<file path="src/rtl/kpd_pkg.sv">
package kpd_pkg;

    localparam int unsigned NUM_ROWS = 2;
    localparam int unsigned NUM_COLS = 3;
    localparam int unsigned KEY_W    = NUM_ROWS * NUM_COLS;

    // vector bits that together form the recovery chord: 5, 3 and 0
    localparam logic [KEY_W-1:0] CHORD_MASK = 6'b101001;

    typedef enum logic [1:0] {
        ST_IDLE   = 2'd0,
        ST_UPPER  = 2'd1,
        ST_LOWER  = 2'd2,
        ST_REPORT = 2'd3
    } scan_state_t;

    // vector position of the key at (row, col)
    function automatic int unsigned key_pos(input int unsigned row, input int unsigned col);
        int unsigned pos;
        if (row == 0) begin
            case (col)
                0:       pos = 5;
                1:       pos = 3;
                default: pos = 4;
            endcase
        end else begin
            pos = 2 - col;
        end
        return pos;
    endfunction

endpackage

</file>
<file path="src/rtl/kpd_settle_timer.sv">
module kpd_settle_timer #(
    parameter int unsigned CYCLES = 1000
) (
    input  logic clk,
    input  logic rst_n,
    input  logic load_i,
    output logic expired_o
);
    localparam int unsigned CW = (CYCLES > 1) ? $clog2(CYCLES) : 1;

    logic [CW-1:0] cnt_q;

    always_ff @(posedge clk or negedge rst_n) begin
        if (!rst_n) begin
            cnt_q <= '0;
        end else if (load_i) begin
            cnt_q <= CW'(CYCLES - 1);
        end else if (cnt_q != '0) begin
            cnt_q <= cnt_q - 1'b1;
        end
    end

    assign expired_o = (cnt_q == '0);

endmodule

</file>
<file path="src/rtl/kpd_row_map.sv">
module kpd_row_map
    import kpd_pkg::*;
#(
    parameter int unsigned ROW = 0
) (
    input  logic [NUM_COLS-1:0] col_n_i,
    output logic [KEY_W-1:0]    bits_o
);
    always_comb begin
        bits_o = '0;
        for (int unsigned c = 0; c < NUM_COLS; c++) begin
            bits_o[key_pos(ROW, c)] = !col_n_i[c];
        end
    end

endmodule

</file>
<file path="src/rtl/kpd_boot_decide.sv">
module kpd_boot_decide
    import kpd_pkg::*;
(
    input  logic [KEY_W-1:0] keys_i,
    input  logic             ext_i,
    output logic             recover_o,
    output logic             pause_o
);
    logic chord_held;

    assign chord_held = ((keys_i & CHORD_MASK) == CHORD_MASK);
    assign recover_o  = chord_held || ext_i;
    assign pause_o    = !recover_o && (keys_i != '0);

endmodule

</file>
<file path="src/rtl/kpd_chord_scanner.sv">
module kpd_chord_scanner
    import kpd_pkg::*;
#(
    parameter int unsigned CLK_HZ    = 100_000_000,
    parameter int unsigned SETTLE_US = 10
) (
    input  logic                clk,
    input  logic                rst_n,
    input  logic                start_i,
    input  logic                ext_recover_i,
    input  logic [NUM_COLS-1:0] col_n_i,
    output logic                row_sel_o,
    output logic                done_o,
    output logic [KEY_W-1:0]    keys_o,
    output logic                recover_o,
    output logic                pause_o
);
    localparam int unsigned SETTLE_CYC = (CLK_HZ / 1_000_000) * SETTLE_US;

    scan_state_t      state_q, state_d;
    logic             tmr_load, tmr_expired;
    logic [KEY_W-1:0] row_bits [NUM_ROWS];
    logic [KEY_W-1:0] acc_q;
    logic             dec_recover, dec_pause;

    kpd_settle_timer #(.CYCLES(SETTLE_CYC)) u_timer (
        .clk       (clk),
        .rst_n     (rst_n),
        .load_i    (tmr_load),
        .expired_o (tmr_expired)
    );

    for (genvar r = 0; r < NUM_ROWS; r++) begin : g_row
        kpd_row_map #(.ROW(r)) u_map (
            .col_n_i (col_n_i),
            .bits_o  (row_bits[r])
        );
    end

    kpd_boot_decide u_decide (
        .keys_i    (acc_q),
        .ext_i     (ext_recover_i),
        .recover_o (dec_recover),
        .pause_o   (dec_pause)
    );

    assign tmr_load = ((state_q == ST_IDLE) && start_i) ||
                      ((state_q == ST_UPPER) && tmr_expired);

    // state register
    always_ff @(posedge clk or negedge rst_n) begin
        if (!rst_n) state_q <= ST_IDLE;
        else        state_q <= state_d;
    end

    // transitions
    always_comb begin
        state_d = state_q;
        unique case (state_q)
            ST_IDLE:   if (start_i)     state_d = ST_UPPER;
            ST_UPPER:  if (tmr_expired) state_d = ST_LOWER;
            ST_LOWER:  if (tmr_expired) state_d = ST_REPORT;
            ST_REPORT:                  state_d = ST_IDLE;
            default:                    state_d = ST_IDLE;
        endcase
    end

    // outputs and capture registers
    always_ff @(posedge clk or negedge rst_n) begin
        if (!rst_n) begin
            row_sel_o <= 1'b0;
            acc_q     <= '0;
            keys_o    <= '0;
            recover_o <= 1'b0;
            pause_o   <= 1'b0;
            done_o    <= 1'b0;
        end else begin
            done_o <= (state_q == ST_REPORT);
            unique case (state_q)
                ST_IDLE: begin
                    if (start_i) row_sel_o <= 1'b0;
                end
                ST_UPPER: begin
                    if (tmr_expired) begin
                        acc_q     <= row_bits[0];
                        row_sel_o <= 1'b1;
                    end
                end
                ST_LOWER: begin
                    if (tmr_expired) acc_q <= acc_q | row_bits[1];
                end
                ST_REPORT: begin
                    keys_o    <= acc_q;
                    recover_o <= dec_recover;
                    pause_o   <= dec_pause;
                end
                default: ;
            endcase
        end
    end

endmodule

</file>
<file path="config.mk">
export PLATFORM = sky130hd
export DESIGN_NAME = kpd_chord_scanner
export DESIGN_NICKNAME = d
export VERILOG_FILES = /design/src/rtl/kpd_pkg.sv /design/src/rtl/kpd_settle_timer.sv /design/src/rtl/kpd_row_map.sv /design/src/rtl/kpd_boot_decide.sv /design/src/rtl/kpd_chord_scanner.sv
export SDC_FILE = /design/constraint.sdc
export NUM_CORES = 1
export LEC_CHECK = 0
export BUFFER_PORTS_ARGS = -buffer_cell sky130_fd_sc_hd__buf_2
export CAP_MARGIN = 20
export CORE_MARGIN = 1.5
export CORE_UTILIZATION = 50
export DETAILED_ROUTE_END_ITERATION = 10
export PLACE_DENSITY = 0.7
export SYNTH_ARGS = -nofsm -noshare
export SYNTH_HDL_FRONTEND = slang
export SYNTH_SLANG_ARGS = --single-unit
</file>
<file path="constraint.sdc">
create_clock -name clk -period 3.55 [get_ports clk]
set_input_delay 0.8875 -clock clk [delete_from_list [all_inputs] [get_ports clk]]
set_output_delay 0.8875 -clock clk [all_outputs]
set_load 0.01 [all_outputs]
</file>
== Word-level counts from Yosys, hierarchy flattened ==
Cells that the tools add are included.
Cells by class
  $add $sub $neg: 1
  $mul: 0
  div/mod/pow operators: 0
  $lt $le $gt $ge: 0
  eq/ne operators: 7
  shift operators: 0
  multiplexer cells: 12
  bitwise gates (word level): 1
  reductions and logical operators: 19
Operator list (count)
  10-bit two-way mux: 2
  6-bit two-way mux: 2
  6-bit one-hot mux with 2 select lines: 1
  10-bit logical NOT: 1
  10-bit nonzero test: 1
  10-bit by 1-bit subtractor with 10-bit output (second input constant): 1
  3-bit AND reduction: 3
  2-bit one-hot mux with 4 select lines: 1
  2-bit two-way mux: 3
  2-bit inequality test (second input constant): 3
  6-bit by 3-bit bitwise OR with 6-bit output: 1
  2-bit nonzero test: 3
  6-bit nonzero test: 1
  2-bit equality test (second input constant): 2
  1-bit logical NOT: 4
  3-bit equality test (second input constant): 1
  1-bit logical AND: 3
  2-bit by 1-bit equality test with 1-bit output (second input constant): 1
  2-bit logical NOT: 1
  1-bit logical OR: 2
  1-bit two-way mux: 2
  1-bit one-hot mux with 2 select lines: 1
Storage, ports and cells
  register bits: 28
  latch bits: 0
  memory bits (writable): 0
  bits in read-only memories: 0
  input port bits: 7
  output and inout port bits: 10
  word-level logic and storage cells: 48
  memories: 0

== Longest topological paths before layout ==
Gate-level depths: netlist of run 1.
  depth after elaboration: 4
  gate-level depth with buffers: 8
  gate-level depth less buffers: 6

== By module ==
A second synthesis of run 1 with hierarchy kept.
Unflattened totals
  cells, all modules: 138
  area, all modules: 1440.1 um^2
By module, submodules not included
  kpd_chord_scanner: times used 1, cells each 69, area an instance 823.3 um^2, sequential area each 450.4 um^2
  kpd_settle_timer: times used 1, cells each 51, area an instance 518.0 um^2, sequential area each 250.2 um^2
  kpd_row_map: times used 2, cells each 7, area an instance 37.5 um^2, sequential area each 0.0 um^2
  kpd_boot_decide: times used 1, cells each 4, area an instance 23.8 um^2, sequential area each 0.0 um^2

== Worst setup path before layout of run 1 ==
OpenSTA, ideal clock, no wires.
  path type: flip-flop to flip-flop
  start point: register u_timer.cnt_q[0]
  end point: register state_q[1]
  setup time: 0.127 ns
  data arrival time: 1.627 ns
  required time: 3.423 ns
  setup slack: 1.795 ns
  cell stages (with the launch flop): 8
  path buffers: 1
  period minus slack after synthesis: 1.755 ns
  path through: dfrtp_1 inv_1 ha_1 nor3b_2 and3_1 buf_6 o21a_1 mux2_1
On the way
  longest elaborated chain between the ends: 3
  elaborated cells on any way between the ends: 4
  classes of those cells: eq/ne (2); reduce/logical (2)
RTL lines
  from (decl): line kpd_settle_timer.sv:11  | logic [CW-1:0] cnt_q;
  from (signal assigned): line kpd_settle_timer.sv:17  | cnt_q <= CW'(CYCLES - 1);
  from (signal assigned): line kpd_settle_timer.sv:19  | cnt_q <= cnt_q - 1'b1;
  10-bit logical NOT (*): line kpd_settle_timer.sv:23  | assign expired_o = (cnt_q == '0);
  2-bit inequality test (no line)
  3-bit AND reduction (no line) (*)
  to (signal assigned): line kpd_chord_scanner.sv:53  | else state_q <= state_d;
  to (decl): line kpd_chord_scanner.sv:20  | scan_state_t state_q, state_d;
Mark *: on every way between the ends. The rest lies on a longest branch, timed or not.
A chain may end at the register's enable or synchronous reset.

== Final worst setup path of run 1 ==
Same ends and word-level chain as after synthesis.

==> flow_summary.yaml, run 1 <==
logic_synthesis:
  synthTopCellsByArea: "dfrtp_1 (49%), ha_1 (6.2%), mux2_2 (4.8%), mux2i_1 (2.1%), nand2_1 (2.1%)"
  synth_edf_count: 0
  synth_seq_area_share: 0.494
  yosysUniqueCellTypes: 42
  synth_ff_type: "dfrtp_1"
  netlist_area_um2: 1420
  synthCells: 122
  synth_fp_nets: 136
  syn_area_per_cell_um2: 11.6
  synth_top_area_share: 0.494
  ys_warn_count: 0
  ys_seq_elements: 28
  synth.largest_area_cell: "dfrtp_1"
  synthArstFlopShare: 1.00
cts:
  clockBufferDepth: 2
  cts_tree: "yes"
  numCtsBuffers: 3
  post_cts_buffers: 0
  hold_buffers: 0
  clkSinkCount: 28
  clkTransAtPathRegs_ns: 0.16
  postCtsResizedCells: 0
  cts_root_buf: "clkbuf_4"
  clkLatencyLatePin_ns: 0.33
  cts_max_level: 1
timing:
  relSlewSlack: 0.596
  setup_violations: 0
  timing.setup.tns_ns: 0
  fin_crit_ns: 2.18
  fin_ws_ns: 1.37
  slew_viol_final: 0
  worstMarginPinSlew_ns: 0.607
  finalHoldViolCount: 0
  rsz0062_at_grt: "false"
  fin_worst_skew_ns: 0.0147
  period_share: 0.615
  max_freq_ghz: 0.458
global_route:
  gr-total-overflow: 0
  grt_usage: 0.174
  met1_usage: 0.214
  first_global_vias: 997
  grt_util_met3: 0.0302
  antenna_found_initial: 0
  busiest_layer: "met2"
  grt_pass1_wl_mm: 4.31
  met2_usage: 0.297
  grt_max_degree: 29
cells_and_area:
  layout_commonest_cell: "dfrtp_1"
  antennaDiodeCount: 0
  syn2layout_area_growth_pct: 8.56
  final_cell_mix: "dfrtp_1 (28), buf_2 (16), nand2_1 (8)"
  layout-drive-gt1-share: 0.246
  final_nets: 153
placement:
  io_buffers: 16
  post-dp-hpwl_mm: 1.79
  place_worst_setup_slack_ns: 1.36
  gp_congestion: 0.800
setup_path:
  r2r_cells: 6
  startpoint_type: "flip-flop"
  crit_fanout: 14
  end_kind: "flip-flop"
  path_class: "flip-flop to flip-flop"
  arrival_ns: 2.40
  worst-path-stages: 6
  critPathBufInv: 1
  worst_ep_required_time_ns: 3.77
  crit_slowest_cell: "and3_1"
  critPathMaxStageDelay_ns: 0.51
  path_cells: "inv_1, ha_1, nor3b_2, and3_1, o21a_1, mux2_1"
  path_delay_family: "simple AND/OR/NAND/NOR gates"
flow_run:
  max_cap_violations: 0
detailed_routing:
  vias_per_cell: 5.71
  postRouteAntennaNets: 0
  num_vias: 965
  drt-wirelength-per-cell_um: 14.5
  drcViolationCount: 0
  drt_iter0_markers: 26
  drt_pass1_iterations: 4
  routed_wl_mm: 2.46
power_and_ir_drop:
  peakVddDrop_mv: 0.584
  power.density_nw_per_um2: 732
  power_leakage_nw: 0.709
status:
  status: "completed"
floorplan:
  die_height_um: 56.2
  pin_count: 17
  core_area_um2: 2730
  die_w_um: 56.2
  row_count: 19
  dieArea_um2: 3160
  initial_core_util: 0.519
worst_hold_path:
  min_path_type: "input pin to asynchronous set/reset pin"
[layer usage]
metal	part of all wire	vias to the layer above	wire, µm
li1	-	475	-
met1	0.47	473	1160
met2	0.49	12	1200
met3	0.026	5	63
met4	0.015	0	37
met5	0	-	0
[kinds of logic after synthesis]
| kind of cell | count (synthesis) | share of synthesized area |
|---|---|---|
| and+or+nand+nor | 36 | 0.151 |
| AOI/OAI and AO/OA | 29 | 0.153 |
| DFF | 28 | 0.494 |
| buffers and inverters | 10 | 0.0512 |
| muxes | 10 | 0.0768 |
| adders and majority gates | 7 | 0.0618 |
| xor gates and xnor gates | 2 | 0.0124 |
[final timing paths]
kind | startpoint | endpoint | slack, ns
max | u_timer.cnt_q[0] | state_q[1] | 1.37
min | rst_n | u_timer.cnt_q[8] | 0.53
max reg2reg | u_timer.cnt_q[0] | state_q[1] | 1.37
min reg2reg | keys_o[4] | keys_o[4] | 0.53
max in group asynchronous | rst_n | state_q[1] | 2.61
min in group clk | keys_o[4] | keys_o[4] | 0.53
[power by group]
part	switching, mW	total, mW	leakage, nW	internal (mW)
combinational	0.214	0.415	0.344	0.200
sequential	0.0856	0.502	0.338	0.416
clock	0.0955	0.210	0.0279	0.114
[cell usage after synthesis, types with 2 or more instances]
cell and count:
nor3_1 2, or4_1 2, inv_1 6, nor3_2 2, o22a_1 3, o31ai_1 2
o2bb2ai_1 3, nand3_1 2, nor2_1 7, o21ai_0 3, dfrtp_1 28, nor2b_1 2
mux2_2 6, a21oi_1 5, o211ai_1 2, ha_1 7, nand2_1 8, a21boi_1 3
xnor2_1 2, mux2i_1 3, nand2b_1 3
[state kept, by name, summed over array words and instances (netlist names)]
| name | flops |
|---|---|
| acc_q | 6 |
| done_o | 1 |
| keys_o | 6 |
| pause_o | 1 |
| recover_o | 1 |
| row_sel_o | 1 |
| state_q | 2 |
| u_timer.cnt_q | 10 |
[area by class of cell]
type                            count  area (µm²)
Clock inverter                      1        30.0
Fill cell                         238        1190
Inverter                            6        22.5
Timing Repair Buffer               16        80.1
Clock buffer                        3        22.5
Multi-Input combinational cell     84         644
Sequential cell                    28         701
Tap cell                           31        38.8
[through the flow]
stage	instance area [µm²]	util	power [mW]	cells	hold slack, ns
4_1_cts	1540	0.563	1.14	169	0.535
6_report	1540	0.563	1.13	169	0.531
3_3_place_gp	1490	0.544	0.905	165	0.486
2_1_floorplan	1420	-	0.830	122	0.464
5_1_grt	1540	0.563	1.21	169	0.555
3_5_place_dp	1490	0.544	0.930	165	0.493
Note: power is estimated with default switching activity, not from simulation.
==> run 2: changes to the inputs <==
==> constraint.sdc (replaced) <==
create_clock -name clk -period 2.25 [get_ports clk]
set_input_delay 0.5625 -clock clk [delete_from_list [all_inputs] [get_ports clk]]
set_output_delay 0.5625 -clock clk [all_outputs]
set_load 0.01 [all_outputs]
==> run 2 against run 1 <==
  * Core utilization is 0.27 points higher
  * Worst setup slack worse by 1.1 ns
  * Wire length stayed put
  * Critical path depth is 1 higher
  * Die area stayed put
  * Sequential share of layout area is 0.22 points lower
  * First-iteration DRC count is 46% lower
  * Non-clock buffer count is 1 higher
  * Critical path type unchanged
==> flow_summary.yaml, run 2 (same netlist as run 1, synthesis figures left out) <==
cells_and_area:
  multi_input_area_um2: 644
  largest-register: "u_timer.cnt_q"
  fillerInstances: 223
  syn2layout_area_growth_pct: 9.09
  reg_top3: "u_timer.cnt_q (10), acc_q (6), keys_o (6)"
  final_nets: 154
  final_cell_mix: "dfrtp_1 (28), buf_2 (16), nand2_1 (8)"
  layout_commonest_cell: "dfrtp_1"
  antennaDiodeCount: 0
  regArea_um2: 701
  largest_register_ffs: 10
  layout-drive-gt1-share: 0.252
timing:
  fin_worst_skew_ns: 0.00761
  setup_violations: 0
  timing.setup.tns_ns: 0
  fin_ws_ns: 0.300
  slew_viol_final: 0
  hold-worst-slack_ns: 0.213
  relSlewSlack: 0.594
  finalHoldViolCount: 0
  rsz0062_at_grt: "false"
  fin_crit_ns: 1.95
  period_share: 0.867
  max_freq_ghz: 0.513
  worstMarginPinSlew_ns: 0.609
setup_path:
  worst_ep_required_time_ns: 2.46
  startpoint_type: "flip-flop"
  path_cells: "inv_1, ha_1, nor3b_2, and3_1, buf_4, a21boi_2, o211ai_1"
  end_kind: "flip-flop"
  r2r_cells: 7
  arrival_ns: 2.16
  critPathMaxStageDelay_ns: 0.40
  crit_fanout: 10
  crit_slowest_cell: "dfrtp_1"
  path_class: "flip-flop to flip-flop"
floorplan:
  dieArea_um2: 3160
  row_count: 19
  die_height_um: 56.2
  pin_count: 17
  initial_core_util: 0.519
  die_w_um: 56.2
  core_area_um2: 2730
detailed_routing:
  postRouteAntennaNets: 0
  drt-wirelength-per-cell_um: 14.4
  num_vias: 967
  drcViolationCount: 0
  vias_per_cell: 5.69
  drt_pass1_iterations: 4
  drt_iter0_markers: 14
  routed_wl_mm: 2.46
cts:
  clockBufferDepth: 2
  cts_max_level: 1
  cts_root_buf: "clkbuf_4"
  hold_buffers: 0
  cts_tree: "yes"
  clkTransAtPathRegs_ns: 0.15
  clkSinkCount: 28
  numCtsBuffers: 3
  postCtsResizedCells: 0
  clkLatencyLatePin_ns: 0.33
  post_cts_buffers: 0
global_route:
  first_global_vias: 955
  antenna_found_initial: 0
  grt_pass1_wl_mm: 4.32
  grt_usage: 0.176
  grt_max_degree: 29
  gr-total-overflow: 0
placement:
  place_worst_setup_slack_ns: 0.330
  io_buffers: 16
  post-dp-hpwl_mm: 1.82
  gp_congestion: 0.774
power_and_ir_drop:
  power_leakage_nw: 0.715
  peakVddDrop_mv: 0.767
  power.density_nw_per_um2: 1150
status:
  status: "completed"
flow_run:
  max_cap_violations: 0
worst_hold_path:
  min_path_type: "input pin to asynchronous set/reset pin"
run 2: final timing paths:
check / slack [ns] / from / endpoint
setup / recovery: 0.30 / u_timer.cnt_q[0] / u_timer.cnt_q[1]
hold / removal: 0.21 / rst_n / u_timer.cnt_q[3]
hold reg to reg: 0.52 / keys_o[5] / keys_o[5]
min in group clk: 0.39 / col_n_i[1] / acc_q[3]
max in group asynchronous: 1.64 / rst_n / keys_o[0]
setup reg to reg: 0.30 / u_timer.cnt_q[0] / u_timer.cnt_q[1]
run 2: report_power, final:
group,internal [mW],switching [mW]
registers,0.657,0.133
clock network,0.180,0.149
logic,0.315,0.340
total,1.15,0.622
run 2: metrics by stage:
stage          utilization  instance area [µm²]  std cells  total power [mW]
2_1_floorplan            -                 1420        122              1.31
3_3_place_gp         0.546                 1490        166              1.43
3_5_place_dp         0.546                 1490        166              1.46
4_1_cts              0.566                 1550        170              1.80
5_1_grt              0.566                 1550        170              1.91
6_report             0.566                 1550        170              1.77
run 2: area by class of cell:
cell class | instances | share of cell area
Inverter | 6 | 0.0146
Tap cell | 31 | 0.0251
Clock buffer | 3 | 0.0146
Sequential cell | 28 | 0.453
Timing Repair Buffer | 17 | 0.0566
Clock inverter | 1 | 0.0194
Multi-Input combinational cell | 84 | 0.417
run 2: critical path: cells and delay by family (launching register included):
kind,cells,cell delay [ns]
buffers and inverters,2,0.27
AO/OA/AOI/OAI,2,0.52
flip-flops,1,0.40
adder cells (fa/ha/maj),1,0.22
AND/OR/NAND/NOR,2,0.42
run 2: per-layer routing:
layer	up-vias	global-route usage	wire length, µm
li1	474	-	-
met1	478	0.222	1110
met2	11	0.294	1250
met3	4	0.0279	57
met4	0	0.0816	40
met5	-	0	0
==> run 3: changes to the inputs <==
==> constraint.sdc (replaced) <==
create_clock -name clk -period 2.25 [get_ports clk]
set_input_delay 0.225 -clock clk [delete_from_list [all_inputs] [get_ports clk]]
set_output_delay 0.225 -clock clk [all_outputs]
set_load 0.01 [all_outputs]
==> run 3 against run 2 <==
  * Clock power hardly changed
  * Sequential cell count unchanged
  * Non-clock buffer count up 1
  * Critical endpoint unchanged
  * Largest cell class unchanged
  * Hold slack worse by 0.16 ns
  * First-iteration DRC count is 14% higher
  * Clock-buffer cell count did not move
  * Clock skew is the same
  * Sequential power hardly changed
  * Core utilization rose by 0.37 points
  * Maximum frequency about the same
==> flow_summary.yaml, run 3 (same netlist as run 1, synthesis figures left out) <==
status:
  status: "completed"
worst_hold_path:
  min_path_type: "input pin to flip-flop"
floorplan:
  die_height_um: 56.2
  initial_core_util: 0.519
  die_w_um: 56.2
  pin_count: 17
  core_area_um2: 2730
  row_count: 19
  dieArea_um2: 3160
cells_and_area:
  final_nets: 155
  reg_top3: "u_timer.cnt_q (10), acc_q (6), keys_o (6)"
  fillerInstances: 222
  largest-register: "u_timer.cnt_q"
  layout_commonest_cell: "dfrtp_1"
  final_cell_mix: "dfrtp_1 (28), buf_2 (16), nand2_1 (8)"
  antennaDiodeCount: 0
  syn2layout_area_growth_pct: 9.80
  layout-drive-gt1-share: 0.250
  largest_register_ffs: 10
power_and_ir_drop:
  switching_power_mw: 0.622
  seq_power_share: 0.445
  switching_share: 0.351
  internal_power_mw: 1.15
  power_leakage_nw: 0.719
  peakVddDrop_mv: 0.767
  clkPwrFrac: 0.186
  power.density_nw_per_um2: 1140
  pwr-share-comb: 0.370
global_route:
  grt_max_degree: 29
  first_global_vias: 955
  gr-total-overflow: 0
  grt_pass1_wl_mm: 4.32
  grt_usage: 0.176
  antenna_found_initial: 0
detailed_routing:
  routed_wl_mm: 2.47
  num_vias: 971
  drt_pass1_iterations: 4
  wl_met3_um: 58
  vias_per_cell: 5.68
  highest_layer: "met4"
  drcViolationCount: 0
  postRouteAntennaNets: 0
  wl_met1_mm: 1.12
  drt-wirelength-per-cell_um: 14.4
  drt_iter0_markers: 16
  dr_wl_met2_mm: 1.25
placement:
  gp_congestion: 0.774
  post-dp-hpwl_mm: 1.82
  io_buffers: 16
timing:
  slew_viol_final: 0
  rsz0062_at_grt: "false"
  relSlewSlack: 0.593
  period_share: 0.867
  fin_worst_skew_ns: 0.00761
  fin_crit_ns: 1.95
  timing.setup.tns_ns: 0
  hold-worst-slack_ns: 0.0563
  finalHoldViolCount: 0
  setup_violations: 0
  worstMarginPinSlew_ns: 0.610
  max_freq_ghz: 0.513
setup_path:
  rr_endpoint: "u_timer.cnt_q[1]"
  end_kind: "flip-flop"
  worst_ep_required_time_ns: 2.46
  r2r-start: "u_timer.cnt_q[0]"
  startpoint_type: "flip-flop"
  path_class: "flip-flop to flip-flop"
  arrival_ns: 2.17
  endpoint: "u_timer.cnt_q[1]"
  r2r_setup_slack_ns: 0.30
  crit_fanout: 10
  r2r_cells: 7
  critPathLaunch: "u_timer.cnt_q[0]"
cts:
  cts_tree: "yes"
  numCtsBuffers: 3
  postCtsResizedCells: 0
  clkSinkCount: 28
  clockBufferDepth: 2
  cts_max_level: 1
  clkTransAtPathRegs_ns: 0.15
  clkLatencyLatePin_ns: 0.33
  cts_root_buf: "clkbuf_4"
flow_run:
  max_cap_violations: 0
==> run 3: layout make-up <==
type                            count  area [µm²]  share of cell area
Clock buffer                        3        22.5              0.0145
Clock inverter                      1        30.0              0.0193
Inverter                            6        22.5              0.0145
Multi-Input combinational cell     84         644               0.414
Sequential cell                    28         701               0.450
Tap cell                           31        38.8              0.0249
Timing Repair Buffer               18        97.6              0.0627
==> run 3: routing by layer <==
layer | vias to the layer above | global-route usage
li1 | 477 | -
met4 | 0 | 0.0816
met5 | - | 0
met2 | 13 | 0.294
met1 | 477 | 0.222
met3 | 4 | 0.0279
==> run 3: worst max-delay path, stage by stage, from the launching register on <==
cell      delay [ns]
dfrtp_1         0.40
inv_1           0.08
ha_1            0.22
nor3b_2         0.18
and3_1          0.24
buf_4           0.19
a21boi_2        0.37
o211ai_1        0.15
==> run 3: repair_timing <==
| item | in CTS | in global routing |
|---|---|---|
| hold buffers | 1 | 0 |
| hold endpoints to repair | 28 | 0 |
| buffers inserted | 0 | 0 |
==> run 3: worst min-delay path by stage <==
stage	startpoint	endpoint	slack, ns	cells past startpoint
after floorplan	rst_n	acc_q[0]	-0.07	0
after global placement	rst_n	u_timer.cnt_q[3]	0.26	1
after detailed placement	rst_n	u_timer.cnt_q[3]	0.28	1
after CTS	col_n_i[1]	acc_q[3]	0.04	2
after global routing	col_n_i[1]	acc_q[3]	0.03	2
final	col_n_i[1]	acc_q[3]	0.06	2
==> run 3: through the flow <==
stage	utilization	worst slack [ns]	area, µm²	power, mW	instances
final	0.569	0.299	1560	1.78	171
after global routing	0.569	0.154	1560	1.91	171
after CTS	0.569	0.306	1560	1.80	171
after detailed placement	0.546	0.330	1490	1.46	166
after global placement	0.546	0.408	1490	1.43	166
after floorplan	-	0.495	1420	1.31	122
==> run 3: power by group through the flow <==
stage / clock network, mW / logic [mW] / registers, mW
6_report: 0.330 / 0.656 / 0.790
5_1_grt: 0.358 / 0.736 / 0.816
4_1_cts: 0.343 / 0.663 / 0.791
3_5_place_dp: 0 / 0.661 / 0.801
3_3_place_gp: 0 / 0.639 / 0.792
2_1_floorplan: 0 / 0.511 / 0.798
